===== src/rtl/vla_pkg.sv =====
package vla_pkg;

    localparam int DATA_W = 20;
    localparam int PAY_W  = 14;
    localparam int CRC_W  = 6;
    localparam int CNT_W  = $clog2(DATA_W + 1);

    typedef enum logic {
        FMT_625 = 1'b0,
        FMT_525 = 1'b1
    } vfmt_e;

    // burst description captured at the start of a target line
    typedef struct packed {
        logic [DATA_W-1:0] bits;
        logic [CNT_W-1:0]  nbits;
        vfmt_e             fmt;
    } burst_t;

    // check code over the payload, preset to all ones, payload bit 0 first
    function automatic logic [CRC_W-1:0] crc6(input logic [PAY_W-1:0] d);
        logic [CRC_W-1:0] c;
        logic             f;
        c = '1;
        for (int i = 0; i < PAY_W; i++) begin
            f = c[CRC_W-1] ^ d[i];
            c = {c[CRC_W-2:0], 1'b0} ^ (f ? 6'h03 : 6'h00);
        end
        return c;
    endfunction

    // amplitude as a fraction of the blank-to-white span
    function automatic int frac_level(input int blank, input int white,
                                      input int num, input int den);
        return blank + ((white - blank) * num) / den;
    endfunction

endpackage


===== src/rtl/vla_line_match.sv =====
module vla_line_match
    import vla_pkg::*;
#(
    parameter int LINE_W   = 10,
    parameter int LINE_625 = 23,
    parameter int LINE_5A  = 20,
    parameter int LINE_5B  = 283
) (
    input  logic              fmt_525,
    input  logic [LINE_W-1:0] line_num,
    input  logic              attr_en,
    input  logic [DATA_W-1:0] attr_data,
    output logic              hit,
    output burst_t            burst
);
    localparam logic [LINE_W-1:0] T625 = LINE_W'(LINE_625);
    localparam logic [LINE_W-1:0] T5A  = LINE_W'(LINE_5A);
    localparam logic [LINE_W-1:0] T5B  = LINE_W'(LINE_5B);

    logic target;

    always_comb begin
        if (fmt_525) target = (line_num == T5A) || (line_num == T5B);
        else         target = (line_num == T625);
        hit = attr_en && target;
    end

    always_comb begin
        burst.fmt = fmt_525 ? FMT_525 : FMT_625;
        if (fmt_525) begin
            burst.bits  = attr_data;
            burst.nbits = CNT_W'(DATA_W);
        end else begin
            // upper bits never leave in this format
            burst.bits  = {{(DATA_W-PAY_W){1'b0}}, attr_data[PAY_W-1:0]};
            burst.nbits = CNT_W'(PAY_W);
        end
    end

endmodule


===== src/rtl/vla_serializer.sv =====
module vla_serializer
    import vla_pkg::*;
#(
    parameter int OFS_W  = 8,
    parameter int BCLK_W = 4
) (
    input  logic              clk,
    input  logic              rst,
    input  logic              load,
    input  logic              abort,
    input  burst_t            burst,
    input  logic [OFS_W-1:0]  ofs,
    input  logic [BCLK_W-1:0] bclks,
    output logic              valid,
    output logic              cur_bit
);
    logic              act;
    logic [OFS_W-1:0]  dly;
    logic [BCLK_W-1:0] bcnt;
    logic [BCLK_W-1:0] bper;
    logic [CNT_W-1:0]  left;
    logic [DATA_W-1:0] sh;

    always_ff @(posedge clk) begin
        if (rst) begin
            act  <= 1'b0;
            dly  <= '0;
            bcnt <= '0;
            bper <= BCLK_W'(1);
            left <= '0;
            sh   <= '0;
        end else if (load) begin
            act  <= 1'b1;
            dly  <= ofs;
            bcnt <= '0;
            bper <= (bclks == '0) ? BCLK_W'(1) : bclks;
            left <= burst.nbits - CNT_W'(1);
            sh   <= burst.bits;
        end else if (abort) begin
            act <= 1'b0;
        end else if (act) begin
            if (dly != '0) begin
                dly <= dly - OFS_W'(1);
            end else if (bcnt == bper - BCLK_W'(1)) begin
                bcnt <= '0;
                sh   <= sh >> 1;
                if (left == '0) act <= 1'b0;
                else            left <= left - CNT_W'(1);
            end else begin
                bcnt <= bcnt + BCLK_W'(1);
            end
        end
    end

    assign valid   = act && (dly == '0);
    assign cur_bit = sh[0];

endmodule


===== src/rtl/vline_attr_inserter.sv =====
module vline_attr_inserter
    import vla_pkg::*;
#(
    parameter int LINE_W    = 10,
    parameter int OFS_W     = 8,
    parameter int BCLK_W    = 4,
    parameter int LVL_W     = 10,
    parameter int BLANK_LVL = 60,
    parameter int WHITE_LVL = 200,
    parameter int LINE_625  = 23,
    parameter int LINE_5A   = 20,
    parameter int LINE_5B   = 283
) (
    input  logic              clk,
    input  logic              rst,
    input  logic              fmt_525,
    input  logic              line_start,
    input  logic [LINE_W-1:0] line_num,
    input  logic [19:0]       attr_data,
    input  logic              attr_en,
    input  logic [OFS_W-1:0]  start_ofs,
    input  logic [BCLK_W-1:0] bit_clks,
    output logic              ovr_valid,
    output logic [LVL_W-1:0]  ovr_level,
    output logic              crc_err
);
    localparam logic [LVL_W-1:0] LVL_BLANK = LVL_W'(BLANK_LVL);
    localparam logic [LVL_W-1:0] LVL_ONE_W = LVL_W'(frac_level(BLANK_LVL, WHITE_LVL, 5, 7));
    localparam logic [LVL_W-1:0] LVL_ONE_C = LVL_W'(frac_level(BLANK_LVL, WHITE_LVL, 7, 10));

    logic             hit;
    burst_t           burst;
    logic             load;
    logic             abort;
    logic             cur_bit;
    logic [LVL_W-1:0] lvl_one;

    vla_line_match #(
        .LINE_W  (LINE_W),
        .LINE_625(LINE_625),
        .LINE_5A (LINE_5A),
        .LINE_5B (LINE_5B)
    ) u_match (
        .fmt_525  (fmt_525),
        .line_num (line_num),
        .attr_en  (attr_en),
        .attr_data(attr_data),
        .hit      (hit),
        .burst    (burst)
    );

    assign load  = line_start && hit;
    assign abort = line_start && !hit;

    vla_serializer #(
        .OFS_W (OFS_W),
        .BCLK_W(BCLK_W)
    ) u_ser (
        .clk    (clk),
        .rst    (rst),
        .load   (load),
        .abort  (abort),
        .burst  (burst),
        .ofs    (start_ofs),
        .bclks  (bit_clks),
        .valid  (ovr_valid),
        .cur_bit(cur_bit)
    );

    // amplitude and check status follow the format captured with the line
    always_ff @(posedge clk) begin
        if (rst) begin
            lvl_one <= LVL_ONE_W;
            crc_err <= 1'b0;
        end else if (load) begin
            lvl_one <= (burst.fmt == FMT_525) ? LVL_ONE_C : LVL_ONE_W;
            crc_err <= (burst.fmt == FMT_525) &&
                       (crc6(attr_data[PAY_W-1:0]) != attr_data[DATA_W-1:PAY_W]);
        end
    end

    always_comb begin
        if (!ovr_valid)   ovr_level = '0;
        else if (cur_bit) ovr_level = lvl_one;
        else              ovr_level = LVL_BLANK;
    end

endmodule


===== config.mk =====
export PLATFORM = sky130hd
export DESIGN_NAME = vline_attr_inserter
export DESIGN_NICKNAME = d
export VERILOG_FILES = /design/src/rtl/vla_pkg.sv /design/src/rtl/vla_line_match.sv /design/src/rtl/vla_serializer.sv /design/src/rtl/vline_attr_inserter.sv
export SDC_FILE = /design/constraint.sdc
export NUM_CORES = 1
export LEC_CHECK = 0
export BUFFER_PORTS_ARGS = -buffer_cell sky130_fd_sc_hd__buf_2
export CAP_MARGIN = 20
export CORE_UTILIZATION = 30
export CTS_CLUSTER_DIAMETER = 120
export DETAILED_ROUTE_END_ITERATION = 12
export SYNTH_ARGS = -nofsm -noshare
export SYNTH_HDL_FRONTEND = slang
export SYNTH_SLANG_ARGS = --single-unit

===== constraint.sdc =====
create_clock -name clk -period 3.3 [get_ports clk]
set_clock_uncertainty 0.2 [all_clocks]
set_input_delay 0.165 -clock clk [delete_from_list [all_inputs] [get_ports clk]]
set_output_delay 0.165 -clock clk [all_outputs]
set_load 0.005 [all_outputs]

==> metrics <==
status completed; DR iter-0 viols 59; die area 9360 um^2; Pwr Total 1.19 mW; Die X ~97 um; Post-Route WL 6240 um; Mapped Area 2690 um^2; crit path DAT 2.88 ns; CTS Root Cell clkbuf_8; fin cells 490; RSZ-0062 raised after global routing false; Seq cells post-synth 45; hold buffers post-CTS 22; total number of H-tree levels 2; Max Cap Viol 0; top cells by area, synth dfxtp_1 (33%), mux2i_1 (7.8%), a211oi_1 (6.4%); via count 2408; core area 8720 um^2; Slew @ Worst Pin 0.804 ns; Crit. End Element flop; fill count 880; Rows 34; Placed Instances 460; crit-path cells inv_1, ha_1, or3b_4, or3_1, or4_1, buf_4, nor2_4, xnor2_1, a21oi_1; die span in y 96.8 um; Num CTS Buffers 5; Slew HR a little under half; Hold Path Class input port to flop; Avg Cell Area, Syn 8.52 um^2; share of layout cells above drive strength 1 18.3%; clock tree sinks 45; Synth Area in Adders under 10%; Synth Area in Simple Gates between 20 and 25%; crit path launch type flop; Max VDD drop 0.148 mV; clock latency on the worst-skew pair a little under 0.3 ns; final setup violation count 0; DPL Wire Length between 4000 and 5000 um; minimum clock period approximately 2.9 ns; YS warnings 0; share of the synthesized area in the top cell type 33.4%; Synth-to-Final Area Change 24.6%; crit-path max cell delay 0.54 ns; gpl congestion 0.748; Fmax 341 MHz; kind of critical path flop to flop; # DRC 0; Critical Path RT between 3 and 4 ns; DR pass1 iterations 4; Fin. Hold Viols 0; Total GRT Usage 13.5%; mux share of post-synthesis cell area 7.80%; PD cells 354 nW/um^2; XOR/XNOR share of the synthesized area 12.0%; setup_tns 0 ns; Gates resized, CTS repair 0; Reg clk slew, reported paths ~0.090 ns; Max clock buf depth 2; CP bufs+invs 2; port bufs 54; Final Cycle Share between 80% and 90%; Post-synth ARST share 0%; largest net degree at the start of global routing between 50 and 60; Worst Path Max Fanout 25; Pleak approximately 1.5 nW; Overflow after GRT 0; DR WL/cell 12.7 um; post-synth top area cell dfxtp_1; DR vias/cell about 4.9; most frequent cells after synthesis dfxtp_1 (45), nor2_1 (35), a21oi_1 (24), a211oi_1 (23), mux2i_1 (21); Worst path slowest cell or4_1; largest family of logic cells by synthesized area simple AND/OR/NAND/NOR gates; first-pass GRT wire length 10500 um; family with the most delay on the worst path simple AND/OR/NAND/NOR gates; ANT nets after route 0; initial antenna violation count 0; diode count 0; CTS tree done; count leader, synth dfxtp_1; Reg2Reg Setup Slack between 0.3 and 0.4 ns; Initial Util 30.9%; Nets 432; Netlist cell types 47; EDFF count, synth 0; max-slew violations 0; io pins 59; compound-gate portion of the synthesized area approximately 18%; Mapped Cells 316; setup bufs post-CTS 0; top_reg_cell synth dfxtp_1; Seq/Total Area, Yosys 33.4%; vias in the first global route 2278
kinds of logic (layout without fill, tap and decap cells):
kind of cell,count (synthesis),after routing
xor gates and xnor gates,29,29
adders and majority gates,4,4
buffers and inverters,34,97
DFF,45,45
AOI/OAI and AO/OA,75,75
and+or+nand+nor,107,107
muxes,21,21
other,1,4
state kept, by name, indices dropped and copies added (netlist names):
signal and count:
u_ser.dly 8, crc_err 1, lvl_one 2, u_ser.sh 20
u_ser.bper 4, u_ser.left 5, u_ser.bcnt 4, u_ser.act 1
through the flow:
| stage | utilization [%] | setup WS, ns | instance area (um^2) | hold slack, ns |
|---|---|---|---|---|
| floorplan | - | 0.605 | 2710 | 0.105 |
| global placement | 34.4 | 0.441 | 3000 | 0.224 |
| detailed placement | 34.4 | 0.392 | 3000 | 0.231 |
| CTS | 38.5 | 0.366 | 3360 | 0.00710 |
| global route | 38.5 | 0.231 | 3360 | 0.00112 |
| finish | 38.5 | 0.366 | 3360 | 0.00895 |
tightest hold or removal path: cells and delay by family:
| kind | cells | cell delay, ns |
|---|---|---|
| and+or+nand+nor | 1 | 0.11 |
| buffers and inverters | 1 | 0.13 |
| AOI/OAI and AO/OA | 1 | 0.05 |
routing by layer:
layer,track usage [%],wire (um),up-vias
li1,-,-,1251
met1,17.2,2930,1105
met2,23.2,3070,48
met3,3.47,197,4
met4,2.07,36,0
met5,0,0,-
placed cells by master, fill, tap and decap left out, types with 6 or more instances in the layout:
cell type      synthesis  final
inv_1                 10     10
xnor2_1               17     17
dfxtp_1               45     45
nor2_1                35     35
a211oi_1              23     22
dlygate4sd3_1          0     22
nand2_1               20     20
a21oi_1               24     24
nand3_1                7      7
mux2i_1               21     21
o21ai_0                8      8
or3_1                  6      6
nor3_1                12     12
xor2_1                 7      7
buf_2                  0     54
path summary, 6_finish.rpt:
kind	from	endpoint	cells after the start
setup / recovery	u_ser.dly[0]	u_ser.left[0]	9
setup reg to reg	u_ser.dly[0]	u_ser.left[0]	9
hold / removal	attr_data[0]	u_ser.sh[0]	3
hold reg to reg	u_ser.sh[19]	u_ser.sh[19]	2
power by group:
group          total, mW  internal (mW)  switching (mW)  leakage, nW
clock network      0.490          0.301           0.189       0.0681
registers          0.543          0.543        0.000145        0.362
logic              0.157         0.0858          0.0712         1.07
total               1.19          0.929           0.260         1.50
final cells by class:
| cell class | instances | area [um^2] | share of cell area [%] |
|---|---|---|---|
| clock buffer | 5 | 68.8 | 2.05 |
| clock inverter | 3 | 65.1 | 1.94 |
| inverter | 10 | 37.5 | 1.12 |
| multi-input combinational | 240 | 1640 | 48.8 |
| sequential | 45 | 901 | 26.8 |
| tap | 108 | 135 | 4.03 |
| timing repair buffer | 79 | 513 | 15.3 |
(Power assumes the default switching activity.)
